<file path="src/rtl/pb_pkg.sv">
// Shared constants and types for the indirect peripheral access bridge.
// Assumes host offsets are byte offsets of at least 10 bits.
package pb_pkg;
    localparam int ACC_OFS   = 'h200;   // access (command/status) word
    localparam int IRQ_OFS   = 'h03C;   // interrupt status / clear word
    localparam int BIT_PEND  = 25;
    localparam int BIT_WRITE = 23;
    localparam int BIT_GRP   = 20;
    localparam int BIT_SUB   = 16;
    localparam int NGRP      = 2;

    typedef enum logic [1:0] {
        PH_IDLE   = 2'd0,
        PH_SETUP  = 2'd1,
        PH_STROBE = 2'd2,
        PH_HOLD   = 2'd3
    } phase_t;

    typedef enum logic [1:0] {
        OP_NONE  = 2'd0,
        OP_ADDR  = 2'd1,
        OP_WRITE = 2'd2,
        OP_READ  = 2'd3
    } op_t;

    typedef struct packed {
        op_t        op;
        logic       grp;
        logic [7:0] val;
    } cmd_t;
endpackage

</file>
<file path="src/rtl/pb_cmd_decode.sv">
// Decodes host writes into a peripheral command and an interrupt clear.
// Assumes a host write lasts exactly one cycle; purely combinational.
module pb_cmd_decode
    import pb_pkg::*;
#(
    parameter int AW = 12
) (
    input  logic          we,
    input  logic [AW-1:0] addr,
    input  logic [31:0]   wdata,
    output cmd_t          cmd,
    output logic          cmd_valid,
    output logic          irq_clr
);
    logic hit_acc;

    // Classify the command word by its write and sub-register bits.
    always_comb begin
        hit_acc = we && (addr == AW'(ACC_OFS));
        cmd.grp = wdata[BIT_GRP];
        cmd.val = wdata[7:0];
        unique case ({wdata[BIT_WRITE], wdata[BIT_SUB]})
            2'b10:   cmd.op = OP_ADDR;
            2'b11:   cmd.op = OP_WRITE;
            2'b01:   cmd.op = OP_READ;
            default: cmd.op = OP_NONE;
        endcase
        cmd_valid = hit_acc && (cmd.op != OP_NONE);
        irq_clr   = we && (addr == AW'(IRQ_OFS)) && (&wdata[30:28]);
    end
endmodule

</file>
<file path="src/rtl/pb_strobe_seq.sv">
// Timed setup / strobe / hold sequencer for one peripheral cycle.
// Assumes every phase length is at least one cycle; start is ignored when busy.
module pb_strobe_seq
    import pb_pkg::*;
#(
    parameter int SETUP_CYC  = 2,
    parameter int STROBE_CYC = 3,
    parameter int HOLD_CYC   = 1
) (
    input  logic   clk,
    input  logic   rst_n,
    input  logic   start,
    output phase_t phase,
    output logic   busy,
    output logic   sample
);
    localparam int MAXC = (SETUP_CYC > STROBE_CYC)
                        ? ((SETUP_CYC > HOLD_CYC) ? SETUP_CYC : HOLD_CYC)
                        : ((STROBE_CYC > HOLD_CYC) ? STROBE_CYC : HOLD_CYC);
    localparam int CW = $clog2(MAXC + 1);

    logic [CW-1:0] cnt;

    // Advance through the phases, counting cycles inside each.
    always_ff @(posedge clk) begin
        if (!rst_n) begin
            phase <= PH_IDLE;
            cnt   <= '0;
        end else begin
            unique case (phase)
                PH_IDLE: begin
                    cnt <= '0;
                    if (start) phase <= PH_SETUP;
                end
                PH_SETUP: begin
                    if (cnt == CW'(SETUP_CYC - 1)) begin
                        phase <= PH_STROBE;
                        cnt   <= '0;
                    end else cnt <= cnt + 1'b1;
                end
                PH_STROBE: begin
                    if (cnt == CW'(STROBE_CYC - 1)) begin
                        phase <= PH_HOLD;
                        cnt   <= '0;
                    end else cnt <= cnt + 1'b1;
                end
                default: begin
                    if (cnt == CW'(HOLD_CYC - 1)) begin
                        phase <= PH_IDLE;
                        cnt   <= '0;
                    end else cnt <= cnt + 1'b1;
                end
            endcase
        end
    end

    // Busy spans all non-idle phases; sample marks the last strobe cycle.
    always_comb begin
        busy   = (phase != PH_IDLE);
        sample = (phase == PH_STROBE) && (cnt == CW'(STROBE_CYC - 1));
    end
endmodule

</file>
<file path="src/rtl/pb_irq_latch.sv">
// Sticky interrupt status, one bit per peripheral; set has priority over clear.
// Assumes interrupt inputs are already synchronous to clk.
module pb_irq_latch #(
    parameter int N = 2
) (
    input  logic         clk,
    input  logic         rst_n,
    input  logic [N-1:0] irq_in,
    input  logic         clr,
    output logic [N-1:0] status
);
    for (genvar i = 0; i < N; i++) begin : g_bit
        // Hold each request until a clear arrives with no new request.
        always_ff @(posedge clk) begin
            if (!rst_n)         status[i] <= 1'b0;
            else if (irq_in[i]) status[i] <= 1'b1;
            else if (clr)       status[i] <= 1'b0;
        end
    end
endmodule

</file>
<file path="src/rtl/periph_bridge.sv">
// Indirect peripheral access bridge: one host command/status word drives
// address-load, data-write and data-read cycles on a byte bus to two groups.
// Assumes the host polls the pending flag; commands during a cycle are dropped.
module periph_bridge
    import pb_pkg::*;
#(
    parameter int AW         = 12,
    parameter int SETUP_CYC  = 2,
    parameter int STROBE_CYC = 3,
    parameter int HOLD_CYC   = 1
) (
    input  logic          clk,
    input  logic          rst_n,
    input  logic          host_we,
    input  logic [AW-1:0] host_addr,
    input  logic [31:0]   host_wdata,
    output logic [31:0]   host_rdata,
    output logic          host_irq,
    output logic [1:0]    per_cs_n,
    output logic [7:0]    per_addr,
    output logic [7:0]    per_dout,
    output logic          per_doe,
    input  logic [7:0]    per_din,
    output logic          per_ale,
    output logic          per_wr_n,
    output logic          per_rd_n,
    input  logic [1:0]    per_irq
);
    cmd_t       cmd;
    logic       cmd_valid, irq_clr, accept;
    phase_t     phase;
    logic       busy, sample, strobe;
    logic [1:0] irq_status;
    op_t        act_op;
    logic       act_grp;
    logic [7:0] act_val;
    logic [7:0] rd_byte;
    logic [7:0] addr_lat [NGRP];

    pb_cmd_decode #(.AW(AW)) u_dec (
        .we        (host_we),
        .addr      (host_addr),
        .wdata     (host_wdata),
        .cmd       (cmd),
        .cmd_valid (cmd_valid),
        .irq_clr   (irq_clr)
    );

    pb_strobe_seq #(
        .SETUP_CYC  (SETUP_CYC),
        .STROBE_CYC (STROBE_CYC),
        .HOLD_CYC   (HOLD_CYC)
    ) u_seq (
        .clk    (clk),
        .rst_n  (rst_n),
        .start  (accept),
        .phase  (phase),
        .busy   (busy),
        .sample (sample)
    );

    pb_irq_latch #(.N(NGRP)) u_irq (
        .clk    (clk),
        .rst_n  (rst_n),
        .irq_in (per_irq),
        .clr    (irq_clr),
        .status (irq_status)
    );

    assign accept = cmd_valid && !busy;
    assign strobe = (phase == PH_STROBE);

    // Per-group address latches, loaded only by an accepted address command.
    for (genvar g = 0; g < NGRP; g++) begin : g_lat
        always_ff @(posedge clk) begin
            if (!rst_n)
                addr_lat[g] <= '0;
            else if (accept && cmd.op == OP_ADDR && cmd.grp == 1'(g))
                addr_lat[g] <= cmd.val;
        end
        // Chip select follows the active group for the whole cycle.
        assign per_cs_n[g] = !(busy && act_grp == 1'(g));
    end

    // Capture the accepted command for the duration of its cycle.
    always_ff @(posedge clk) begin
        if (!rst_n) begin
            act_op  <= OP_NONE;
            act_grp <= 1'b0;
            act_val <= '0;
        end else if (accept) begin
            act_op  <= cmd.op;
            act_grp <= cmd.grp;
            act_val <= cmd.val;
        end
    end

    // Take the peripheral byte at the last strobe cycle of a read.
    always_ff @(posedge clk) begin
        if (!rst_n)                        rd_byte <= '0;
        else if (sample && act_op == OP_READ) rd_byte <= per_din;
    end

    // Peripheral bus outputs derived from the phase and the active command.
    always_comb begin
        per_addr = addr_lat[act_grp];
        per_dout = act_val;
        per_doe  = busy && (act_op == OP_ADDR || act_op == OP_WRITE);
        per_ale  = strobe && (act_op == OP_ADDR);
        per_wr_n = !(strobe && (act_op == OP_WRITE));
        per_rd_n = !(strobe && (act_op == OP_READ));
    end

    // Host read mux and interrupt output.
    always_comb begin
        if (host_addr == AW'(ACC_OFS))
            host_rdata = {6'b0, busy, 17'b0, rd_byte};
        else if (host_addr == AW'(IRQ_OFS))
            host_rdata = {30'b0, irq_status};
        else
            host_rdata = '0;
        host_irq = |irq_status;
    end
endmodule

</file>
<file path="config.mk">
export PLATFORM = sky130hd
export DESIGN_NAME = periph_bridge
export DESIGN_NICKNAME = d
export VERILOG_FILES = /design/src/rtl/pb_pkg.sv /design/src/rtl/pb_cmd_decode.sv /design/src/rtl/pb_strobe_seq.sv /design/src/rtl/pb_irq_latch.sv /design/src/rtl/periph_bridge.sv
export SDC_FILE = /design/constraint.sdc
export NUM_CORES = 1
export LEC_CHECK = 0
export BUFFER_PORTS_ARGS = -buffer_cell sky130_fd_sc_hd__buf_2
export CORE_MARGIN = 2
export CORE_UTILIZATION = 47
export CTS_CLUSTER_DIAMETER = 150
export DETAILED_ROUTE_END_ITERATION = 10
export PLACE_DENSITY = 0.8
export SYNTH_ARGS = -nofsm -noshare
export SYNTH_HDL_FRONTEND = slang
export SYNTH_HIERARCHICAL = 1
export SYNTH_SLANG_ARGS = --single-unit
</file>
<file path="constraint.sdc">
create_clock -name clk -period 2.95 [get_ports clk]
set_clock_uncertainty 0.2 [all_clocks]
set_input_delay 0 -clock clk [delete_from_list [all_inputs] [get_ports clk]]
set_output_delay 0 -clock clk [all_outputs]
set_load 0.02 [all_outputs]
</file>
==> run_results.csv <==
group,metric,value,unit
outcome,status,"completed",
yosys,yosys-top-cells-count,"39 x nand2_1, 33 x buf_4, 26 x dfxtp_1, 25 x and2_1, 19 x a21boi_0",
detailed_routing,via_count,1956,
pwr,leakage,1.33,nW
pwr,ir_worst_vdd,214,uV
placed_design,hpwl,3660,um
flow_run,maxCapViolCount,0,
critical_path,critPathCaptureType,"flop",
global_route,grt_max_degree,32,
global_route,grt_first_pass_wirelength,8630,um
yosys,seq_area_frac_synth,39.8,%
die,row_count,26,
yosys,synth_most_common_cell,"nand2_1",
cells_and_area,final_nets,417,
detailed_routing,drc,0,
yosys,yosysWarningCount,6,
detailed_routing,wire_per_inst,12.7,um
cts,numCtsBuffers,5,
placed_design,routabilityCongestion,0.809,
cts,clkLatencyLatePin,0.29,ns
sta,fin_ws,0.824,ns
yosys,syn_inst,257,
sta,tightest_slew,0.508,ns
die,initial_core_util,48.9,%
critical_path,cp_max_fo,11,
worst_hold_path,hp-class,"in2reg",
yosys,synth.area.top_cells,"dfxtp_1 21%, edfxtp_1 19%, buf_4 9.9%",
detailed_routing,wl,5270,um
sta,finalHoldViolations,0,
sta,fin_crit_sh,72.1,%
sta,fmax,470,MHz
critical_path,crit_path_start_kind,"flop",
yosys,synth_top_area_share,20.7,%
placed_design,pre_cts_slack,0.658,ns
cts,clock-sinks,42,
cts,path_clk_slew,0.09,ns
sta,fin_crit,2.13,ns
die,core_area,5140,sq um
pwr,power.total,1.14,mW
cells_and_area,fillerInstances,441,
detailed_routing,ant_nets,0,
yosys,synth_edf_count,16,
yosys,yosys.area.top_type,"dfxtp_1",
yosys,synthArstFlopShare,0,%
global_route,grt_pass1_vias,1930,
detailed_routing,avgViaCountPerCell,4.72,
pwr,power_density,368,nW/um^2
cts,cts_max_level,2,
sta,setup-violations-final,0,
critical_path,crit_required,2.96,ns
sta,slew_violations,0,
critical_path,cp.arrival,2.14,ns
yosys,syn_area_per_cell,9.78,sq um
sta,max_slew_margin,66.1,%
detailed_routing,first_pass_iters,4,
sta,finalSetupTns,0,ns
cts,clockBufferDepth,2,
sta,rsz0062_at_grt,"no",
global_route,grt-ovfl-total,0,
detailed_routing,drtIter0Drc,79,
cts,root_buffer,"clkbuf_8",
yosys,synth_area,2510,sq um
cts,cts_setup_buffers,0,
critical_path,path_class,"reg2reg",
die,die_w,77.1,um
cts,ctsResizeCount,0,
die,die_y,77.1,um
yosys,synth-main-ff-cell,"dfxtp_1",
cells_and_area,drive_above_1_share,29.9,%
die,io_pins,112,
yosys,ys_ff_latch,42,
global_route,antenna_found_initial,0,
cts,cts_tree,"yes",
die,die_area,5950,sq um
placed_design,port-buffer-count,70,
global_route,grt_use_total,18.0,%
yosys,ys_types,40,
cells_and_area,antenna_cells,0,
cells_and_area,final_core_util,60.3,%
cells_and_area,area_growth,23.4,%
==> cell usage in the layout, fill, tap and decap left out, types with 2 or more instances in the layout <==
cell / n
clkinvlp_4: 2
inv_1: 11
nand2_1: 39
nor2b_1: 4
mux2_2: 8
dlygate4sd3_1: 22
nor4_2: 3
nand3b_1: 2
ha_1: 17
o211a_1: 2
clkbuf_8: 5
buf_4: 4
o21a_1: 2
or2_2: 2
nand3_1: 8
mux2i_1: 2
a21oi_1: 2
nand4_1: 3
nand2b_1: 6
conb_1: 23
buf_2: 70
nand4b_1: 2
a21boi_0: 19
or4_4: 2
and2_1: 25
dfxtp_1: 26
edfxtp_1: 16
o21ai_0: 2
==> logic make-up (layout without fill, tap and decap cells) <==
logic type | count (synthesis) | in the layout | synth area share [%]
simple gates | 105 | 105 | 24.8
compound gates | 32 | 32 | 9.76
buf+inv | 50 | 115 | 12.6
mux | 10 | 10 | 4.38
other cells | 1 | 23 | 0.149
fa+ha+maj | 17 | 17 | 8.46
flops | 42 | 42 | 39.8
==> per-stage QoR <==
stage / std cells / instance area [sq um] / hold slack (ns)
floorplan: 279 / 2600 / -0.0825
global placement: 384 / 2790 / 0.0206
detailed placement: 384 / 2790 / 0.0202
CTS: 414 / 3100 / 0.0861
global route: 414 / 3100 / 0.125
finish: 414 / 3100 / 0.0979
==> sequential cells by signal (all words and copies together) (netlist names), named ones only <==
signal / count
act_op: 2
u_irq/status: 2
addr_lat: 16
act_grp: 1
per_dout: 8
u_seq/cnt: 2
rd_byte: 8
u_seq/phase: 2
==> report_power, final <==
| group | leakage (nW) | switching [mW] | internal (mW) |
|---|---|---|---|
| logic | 0.930 | 0.0785 | 0.0634 |
| registers | 0.362 | 0.00394 | 0.613 |
| clock network | 0.0408 | 0.213 | 0.169 |
==> cell type report <==
type / instances / area (sq um) / share of cell area [%]
Multi-Input combinational cell: 187 / 1280 / 41.2
Sequential cell: 42 / 1000 / 32.3
Inverter: 11 / 41.3 / 1.33
Timing Repair Buffer: 96 / 601 / 19.4
Clock inverter: 3 / 23.8 / 0.766
Tap cell: 70 / 87.6 / 2.82
Clock buffer: 5 / 68.8 / 2.22
==> worst max-delay path, cell delays in order, from the launching register on <==
cell	delay [ns]
dfxtp_1	0.42
inv_1	0.11
ha_1	0.24
inv_1	0.20
nand2b_1	0.16
inv_1	0.06
buf_4	0.18
o2111ai_2	0.25
mux2i_1	0.24
==> final timing paths <==
path                                             startpoint                     endpoint  slack [ns]  depth (start not counted)
worst min register to register     per_dout[0]$_SDFFE_PN0N_     per_dout[0]$_SDFFE_PN0N_        0.25                          2
worst min-delay path                         host_wdata[16]       act_op[0]$_SDFFE_PN0N_         0.1                          5
worst max-delay path            u_seq/phase[0]$_SDFFE_PN0P_  u_seq/phase[0]$_SDFFE_PN0P_        0.82                          8
worst max register to register  u_seq/phase[0]$_SDFFE_PN0P_  u_seq/phase[0]$_SDFFE_PN0P_        0.82                          8
==> timing repair <==
action,CTS,global route
endpoints found under the hold margin,37,0
hold buffers,22,0
endpoints found under the setup margin,0,0
==> routing by layer <==
metal  global-route usage [%]  share of wire [%]  vias up
met5                        0                  0        -
met4                     6.61                1.4        0
met3                     3.53                4.3        6
met2                     33.0                 53       53
met1                     20.6                 41      912
li1                         -                  -      985
(Power assumes the default switching activity.)
